--- src/rtl/cfr_pkg.sv ---
package cfr_pkg;

    typedef enum logic {
        RED_AND = 1'b0,
        RED_OR  = 1'b1
    } red_mode_e;

    typedef enum logic {
        ST_IDLE = 1'b0,
        ST_WALK = 1'b1
    } walk_st_e;

    // Value that leaves the reduction unchanged
    function automatic logic red_identity(red_mode_e m);
        return (m == RED_AND);
    endfunction

    // Value that fixes the reduction outcome once seen
    function automatic logic red_absorb(red_mode_e m);
        return (m == RED_OR);
    endfunction

endpackage

--- src/rtl/cfr_field_pick.sv ---
module cfr_field_pick #(
    parameter int NUM_FIELDS = 128,
    parameter int FIELD_W    = 4,
    localparam int FIDX_W    = $clog2(NUM_FIELDS),
    localparam int BIT_W     = $clog2(FIELD_W),
    localparam int CR_W      = NUM_FIELDS * FIELD_W
) (
    input  logic [CR_W-1:0]   cr_i,
    input  logic [FIDX_W-1:0] fld_i,
    input  logic [BIT_W-1:0]  bit_i,
    output logic              bit_o
);

    logic [FIELD_W-1:0] fields [NUM_FIELDS];

    // Unpack the flat register file into addressable fields
    for (genvar f = 0; f < NUM_FIELDS; f++) begin : g_unpack
        assign fields[f] = cr_i[f*FIELD_W +: FIELD_W];
    end

    logic [FIELD_W-1:0] sel_field;

    always_comb begin
        sel_field = fields[fld_i];
        bit_o     = sel_field[bit_i];
    end

endmodule

--- src/rtl/cfr_reduce_step.sv ---
module cfr_reduce_step
    import cfr_pkg::*;
(
    input  logic      bit_i,
    input  logic      active_i,
    input  red_mode_e mode_i,
    output logic      decided_o
);

    // An active element carrying the absorbing value settles the outcome;
    // an identity value or a masked element leaves it open.
    always_comb begin
        decided_o = active_i && (bit_i == red_absorb(mode_i));
    end

endmodule

--- src/rtl/cfr_walk_ctrl.sv ---
module cfr_walk_ctrl
    import cfr_pkg::*;
#(
    parameter int NUM_FIELDS = 128,
    parameter int FIELD_W    = 4,
    parameter int MAX_VL     = 64,
    parameter int BSEL_W     = 5,
    localparam int FIDX_W    = $clog2(NUM_FIELDS),
    localparam int BIT_W     = $clog2(FIELD_W),
    localparam int OFF_W     = BSEL_W - BIT_W,
    localparam int VL_W      = $clog2(MAX_VL + 1),
    localparam int EIDX_W    = (MAX_VL > 1) ? $clog2(MAX_VL) : 1
) (
    input  logic              clk,
    input  logic              rst_n,
    input  logic              start_i,
    input  logic [VL_W-1:0]   vl_i,
    input  logic [MAX_VL-1:0] mask_i,
    input  logic [FIDX_W-1:0] start_fld_i,
    input  logic [BSEL_W-1:0] bit_sel_i,
    input  logic              scalar_i,
    input  red_mode_e         mode_i,
    input  logic              inv_i,
    input  logic              decided_i,
    output logic [FIDX_W-1:0] fld_addr_o,
    output logic [BIT_W-1:0]  bit_idx_o,
    output logic              elem_active_o,
    output red_mode_e         mode_o,
    output logic              valid_o,
    output logic              taken_o
);

    localparam logic [VL_W-1:0] VL_CAP = VL_W'(MAX_VL);

    typedef struct packed {
        logic [VL_W-1:0]   vl;
        logic [MAX_VL-1:0] mask;
        logic [FIDX_W-1:0] base;
        logic [BIT_W-1:0]  bidx;
        logic              scal;
        red_mode_e         mode;
        logic              inv;
    } cfg_t;

    typedef struct packed {
        walk_st_e        st;
        logic [VL_W-1:0] eidx;
        cfg_t            cfg;
        logic            valid;
        logic            taken;
    } ctl_t;

    ctl_t d, q;
    logic fin;
    logic last;
    logic [OFF_W-1:0] off;

    always_comb begin
        d    = q;
        fin  = 1'b0;
        last = 1'b0;
        off  = bit_sel_i[BSEL_W-1:BIT_W];
        d.valid = 1'b0;
        unique case (q.st)
            ST_IDLE: begin
                if (start_i) begin
                    d.cfg.vl   = (vl_i > VL_CAP) ? VL_CAP : vl_i;
                    d.cfg.mask = mask_i;
                    d.cfg.base = start_fld_i + FIDX_W'(off);
                    d.cfg.bidx = bit_sel_i[BIT_W-1:0];
                    d.cfg.scal = scalar_i;
                    d.cfg.mode = mode_i;
                    d.cfg.inv  = inv_i;
                    d.eidx     = '0;
                    if (vl_i == '0) begin
                        d.valid = 1'b1;
                        d.taken = red_identity(mode_i) ^ inv_i;
                    end else begin
                        d.st = ST_WALK;
                    end
                end
            end
            ST_WALK: begin
                last = ((q.eidx + 1'b1) == q.cfg.vl);
                fin  = decided_i || last;
                if (fin) begin
                    d.st    = ST_IDLE;
                    d.valid = 1'b1;
                    d.taken = (decided_i ? red_absorb(q.cfg.mode)
                                         : red_identity(q.cfg.mode)) ^ q.cfg.inv;
                end else begin
                    d.eidx = q.eidx + 1'b1;
                end
            end
            default: d.st = ST_IDLE;
        endcase
    end

    always_ff @(posedge clk or negedge rst_n) begin
        if (!rst_n) q <= '0;
        else        q <= d;
    end

    always_comb begin
        fld_addr_o    = q.cfg.base + (q.cfg.scal ? '0 : FIDX_W'(q.eidx));
        bit_idx_o     = q.cfg.bidx;
        elem_active_o = (q.st == ST_WALK) && q.cfg.mask[q.eidx[EIDX_W-1:0]];
        mode_o        = q.cfg.mode;
        valid_o       = q.valid;
        taken_o       = q.taken;
    end

    // the latched configuration does not move while walking
    p_cfg_frozen_r10: assert property (@(posedge clk) disable iff (!rst_n)
        (q.st == ST_WALK) |=> $stable(q.cfg));

    // an unfinished walk advances exactly one element per clock
    p_walk_step_r8: assert property (@(posedge clk) disable iff (!rst_n)
        (q.st == ST_WALK && !fin) |=> (q.st == ST_WALK && q.eidx == $past(q.eidx) + 1'b1));

    // the element index never reaches the latched length
    p_eidx_range_r3: assert property (@(posedge clk) disable iff (!rst_n)
        (q.st == ST_WALK) |-> (q.eidx < q.cfg.vl));

    // a strobe only follows a walk or an accepted start
    p_valid_src_r8: assert property (@(posedge clk) disable iff (!rst_n)
        q.valid |-> ($past(q.st) == ST_WALK || $past(start_i)));

    // an absorbing active element ends the walk with the absorbing outcome
    p_early_stop_r9: assert property (@(posedge clk) disable iff (!rst_n)
        (q.st == ST_WALK && decided_i) |=>
            (q.valid && q.st == ST_IDLE &&
             q.taken == (red_absorb(q.cfg.mode) ^ q.cfg.inv)));

endmodule

--- src/rtl/cfvec_branch_reduce.sv ---
module cfvec_branch_reduce
    import cfr_pkg::*;
#(
    parameter int NUM_FIELDS = 128,
    parameter int FIELD_W    = 4,
    parameter int MAX_VL     = 64,
    parameter int BSEL_W     = 5,
    localparam int FIDX_W    = $clog2(NUM_FIELDS),
    localparam int BIT_W     = $clog2(FIELD_W),
    localparam int VL_W      = $clog2(MAX_VL + 1),
    localparam int CR_W      = NUM_FIELDS * FIELD_W
) (
    input  logic              clk,
    input  logic              rst_n,
    input  logic [CR_W-1:0]   cr_i,
    input  logic [BSEL_W-1:0] bit_sel_i,
    input  logic [FIDX_W-1:0] start_fld_i,
    input  logic [VL_W-1:0]   vl_i,
    input  logic [MAX_VL-1:0] mask_i,
    input  logic              scalar_i,
    input  logic              or_mode_i,
    input  logic              invert_i,
    input  logic              start_i,
    output logic              taken_o,
    output logic              valid_o
);

    logic [FIDX_W-1:0] fld_addr;
    logic [BIT_W-1:0]  bit_idx;
    logic              elem_active;
    logic              cur_bit;
    logic              decided;
    red_mode_e         mode_cur;

    cfr_walk_ctrl #(
        .NUM_FIELDS (NUM_FIELDS),
        .FIELD_W    (FIELD_W),
        .MAX_VL     (MAX_VL),
        .BSEL_W     (BSEL_W)
    ) u_ctrl (
        .clk           (clk),
        .rst_n         (rst_n),
        .start_i       (start_i),
        .vl_i          (vl_i),
        .mask_i        (mask_i),
        .start_fld_i   (start_fld_i),
        .bit_sel_i     (bit_sel_i),
        .scalar_i      (scalar_i),
        .mode_i        (red_mode_e'(or_mode_i)),
        .inv_i         (invert_i),
        .decided_i     (decided),
        .fld_addr_o    (fld_addr),
        .bit_idx_o     (bit_idx),
        .elem_active_o (elem_active),
        .mode_o        (mode_cur),
        .valid_o       (valid_o),
        .taken_o       (taken_o)
    );

    cfr_field_pick #(
        .NUM_FIELDS (NUM_FIELDS),
        .FIELD_W    (FIELD_W)
    ) u_pick (
        .cr_i  (cr_i),
        .fld_i (fld_addr),
        .bit_i (bit_idx),
        .bit_o (cur_bit)
    );

    cfr_reduce_step u_step (
        .bit_i     (cur_bit),
        .active_i  (elem_active),
        .mode_i    (mode_cur),
        .decided_o (decided)
    );

    // the decision output holds between strobes
    p_taken_hold_r8: assert property (@(posedge clk) disable iff (!rst_n)
        !valid_o |-> $stable(taken_o));

    // a masked element never settles the outcome
    p_masked_inert_r6: assert property (@(posedge clk) disable iff (!rst_n)
        !elem_active |-> !decided);

endmodule

--- config.mk ---
export PLATFORM = sky130hd
export DESIGN_NAME = cfvec_branch_reduce
export DESIGN_NICKNAME = d
export VERILOG_FILES = /design/src/rtl/cfr_pkg.sv /design/src/rtl/cfr_field_pick.sv /design/src/rtl/cfr_reduce_step.sv /design/src/rtl/cfr_walk_ctrl.sv /design/src/rtl/cfvec_branch_reduce.sv
export SDC_FILE = /design/constraint.sdc
export NUM_CORES = 1
export LEC_CHECK = 0
export CAP_MARGIN = 10
export CORE_AREA = 2 2 232 234
export CTS_BUF_LIST = sky130_fd_sc_hd__clkbuf_8
export CTS_CLUSTER_SIZE = 12
export DETAILED_ROUTE_END_ITERATION = 10
export DIE_AREA = 0 0 234 236
export PLACE_DENSITY = 0.52
export SYNTH_ARGS = -nofsm -noshare
export SYNTH_HDL_FRONTEND = slang
export SYNTH_SLANG_ARGS = --single-unit
--- constraint.sdc ---
create_clock -name clk -period 18.7 [get_ports clk]
set_input_delay 2.805 -clock clk [delete_from_list [all_inputs] [get_ports clk]]
set_output_delay 2.805 -clock clk [all_outputs]
set_load 0.1 [all_outputs]
==> metrics.md <==
| Metric | Value |
|---|---|
| Initial antenna violation count | `16` |
| Drt drc | `0` |
| Rel. slew slack | `24.5%` |
| CTS Sinks | `93` |
| Slew at the pin closest to its max-slew limit | `1.13 ns` |
| Postcts setup bufs | `0` |
| Status | `finished clean` |
| CTS tree | `done` |
| Area grow syn2layout | `74.1%` |
| Layout Cells excl Fill | `2216` |
| Flop-to-flop setup slack | `11.47 ns` |
| Total gr overflow | `0` |
| Worst Path Arrival | `7.49 ns` |
| Final setup viols | `0` |
| Worst-Skew Late Latency | `0.37 ns` |
| GRT Util Overall | `17.2%` |
| CTS max path bufs | `2` |
| DP HPWL | `41000 µm` |
| Max cap viols | `0` |
| HP Start | `u_ctrl.q[77]$_DFFE_PN0P_` |
| Hold-fix buffers at CTS | `0` |
| Worst Hold End | `u_ctrl.q[77]$_DFFE_PN0P_` |
| Min Tclk post-route | `7.23 ns` |
| Yosys synthesis warning count | `0` |
| #FFs+latches synth | `93` |
| Global-route wire length before repair | `70000 µm` |
| Worst min path class | `reg -> reg` |
| Worst-path maximum fanout | `66` |
| Antenna-violating nets left | `0` |
| Most common cell after layout, fill and taps aside | `clkdlybuf4s50_1` |
| Initial DRC count | `740` |
| Peak supply drop | `137 µV` |
| Crit end category | `flip-flop` |
| DIE HEIGHT | `236 µm` |
| Clock skew | `0.00969 ns` |
| Ports | `603` |
| Routed WL per cell | `22.3 µm` |
| Die width | `234 µm` |
| R2R depth | `18` |
| Clk root buf | `clkbuf_8` |
| Nets | `2122` |
| First drt pass iteration count | `5` |
| Final WL | `49500 µm` |
| Leading cell types in the layout, fill and taps excluded | `clkdlybuf4s50_1 (601), nand2_1 (328), mux4_2 (143)` |
| Number of vias per cell | `4.53` |
| Slew Limit Fails | `0` |
| Pleak | `6.40 nW` |
| Port bufs | `602` |
| Startpoint Class | `flip-flop` |
| Req. time, crit path | `18.96 ns` |
| Seq/Total Area, Yosys | `24.8%` |
| Cell Rows | `85` |
| Number of flops mapped to enable cells by yosys | `0` |
| Initial Utilization | `17.7%` |
| R2r endpoint | `u_ctrl.q[85]$_DFFE_PN0P_` |
| Htree depth | `3` |
| Clock transition at path regs | `0.09 ns` |
| Final Hold Vio Count | `0` |
| Cts repair resizes | `0` |
| Vias | `10038` |
| Vias in the first global route | `10805` |
| Cell Count Post-Placement | `2194` |
| Net Count, Synth | `1572` |
| Post-Syn Instances | `959` |
| Primary FF master, synth | `dfrtp_1` |
| Pin count of the biggest net entering global routing | `80` |
| R2r startpoint | `u_ctrl.q[85]$_DFFE_PN0P_` |
| Setup TNS | `0 ns` |
| Power density cells | `170 nW/µm²` |
| Die ar. | `55200 µm²` |
| TritonCTS Buffers | `9` |
| RSZ-0062 raised after global routing | `false` |
| RD Place Congestion | `0.860` |
| CP Class | `reg -> reg` |
| Ys async rst share | `100%` |
| Final Cycle Share | `38.6%` |
| Post-synthesis cell area | `9380 µm²` |
| Core Region | `53100 µm²` |
| Netlist cell types | `72` |
| Fraction of layout cells with a size suffix above 1 | `12.5%` |
| Mean post-synth cell area | `9.78 µm²` |
| Fmax | `138 MHz` |
| WHS Path Cells | `2` |
[how the worst max path moves through the flow]
stage	startpoint	to	slack [ns]	depth (start not counted)
floorplan	u_ctrl.q[85]$_DFFE_PN0P_	u_ctrl.q[91]$_DFFE_PN0P_	12.74	20
global placement	u_ctrl.q[85]$_DFFE_PN0P_	u_ctrl.q[85]$_DFFE_PN0P_	11.38	17
detailed placement	u_ctrl.q[85]$_DFFE_PN0P_	u_ctrl.q[85]$_DFFE_PN0P_	11.50	18
CTS	u_ctrl.q[85]$_DFFE_PN0P_	u_ctrl.q[85]$_DFFE_PN0P_	11.45	18
global route	u_ctrl.q[85]$_DFFE_PN0P_	u_ctrl.q[85]$_DFFE_PN0P_	11.13	18
finish	u_ctrl.q[85]$_DFFE_PN0P_	u_ctrl.q[85]$_DFFE_PN0P_	11.47	18
[power by group]
group	switching (mW)	internal, mW
Combinational	1.18	1.09
Clock	0.0714	0.0602
Sequential	0.0813	0.292
[cell usage after synthesis (all sizes together), types with 6 or more instances]
master	number	area, µm²
dfrtp	93	2330
xnor2	9	86.3
a21oi	18	93.8
nand4	6	37.5
nand2	329	1230
a211oi	6	45.0
a31oi	6	37.5
buf	32	165
mux4	143	3220
mux2i	37	370
or4	7	52.6
clkbuf	48	180
ha	10	125
nor2b	10	62.6
a32oi	7	61.3
nand3b	6	45.0
xor2	10	87.6
nor2	22	82.6
o21ai	18	90.1
nand3	39	195
inv	14	52.6
[state kept, by name, indices dropped and copies added, names as in the netlist]
name	cells
u_ctrl.q	88
u_ctrl.bit_idx_o	2
u_ctrl.mode_o	1
u_ctrl.taken_o	1
u_ctrl.valid_o	1
[worst max-delay path, stage by stage (launching register included)]
cell	delay [ns]
dfrtp_1	0.34
buf_4	0.35
inv_1	0.14
nor2_1	0.20
ha_4	0.16
inv_1	0.05
fa_4	1.40
buf_4	0.79
mux4_2	0.43
mux4_2	0.50
mux2_2	0.28
a21oi_1	0.15
o2111ai_1	0.22
nor3_1	0.43
a21oi_1	0.17
o31ai_1	0.76
buf_2	0.31
or2_1	0.17
a22oi_1	0.10
[routing by layer]
metal  vias to the layer above  global-route usage [%]  wire [µm]
met5                         -                       0         86
met4                        14                    4.03        924
met3                        51                    3.41       3390
met2                       383                    31.4      25700
met1                      4902                    20.3      19300
li1                       4688                       -          -
[cell families after synthesis]
kind of cell / share of synthesized area [%]
flip-flops: 24.8
AND/OR/NAND/NOR: 20.7
buffers and inverters: 4.28
AO/OA/AOI/OAI: 7.91
multiplexers: 38.7
adder cells (fa/ha/maj): 1.76
XOR/XNOR: 1.85
[layout make-up]
cell class | count | area [µm²]
Multi-Input combinational cell | 771 | 6730
Clock inverter | 7 | 60.1
Tap cell | 696 | 871
Sequential cell | 93 | 2330
Clock buffer | 9 | 124
Timing Repair Buffer | 619 | 6150
Inverter | 15 | 56.3
Fill cell | 5456 | 36700
Antenna cell | 6 | 15.0
[through the flow]
stage	utilization [%]	total power, mW	area, µm²	hold slack [ns]	worst slack [ns]
after global placement	30.4	2.69	16100	0.454	11.38
final	30.8	2.78	16300	0.476	11.47
after CTS	30.7	2.84	16300	0.483	11.45
after detailed placement	30.4	2.70	16100	0.461	11.50
after floorplan	-	1.98	9380	0.440	12.74
after global routing	30.8	3.01	16300	0.496	11.13
Power figures use the tool's default switching activity.
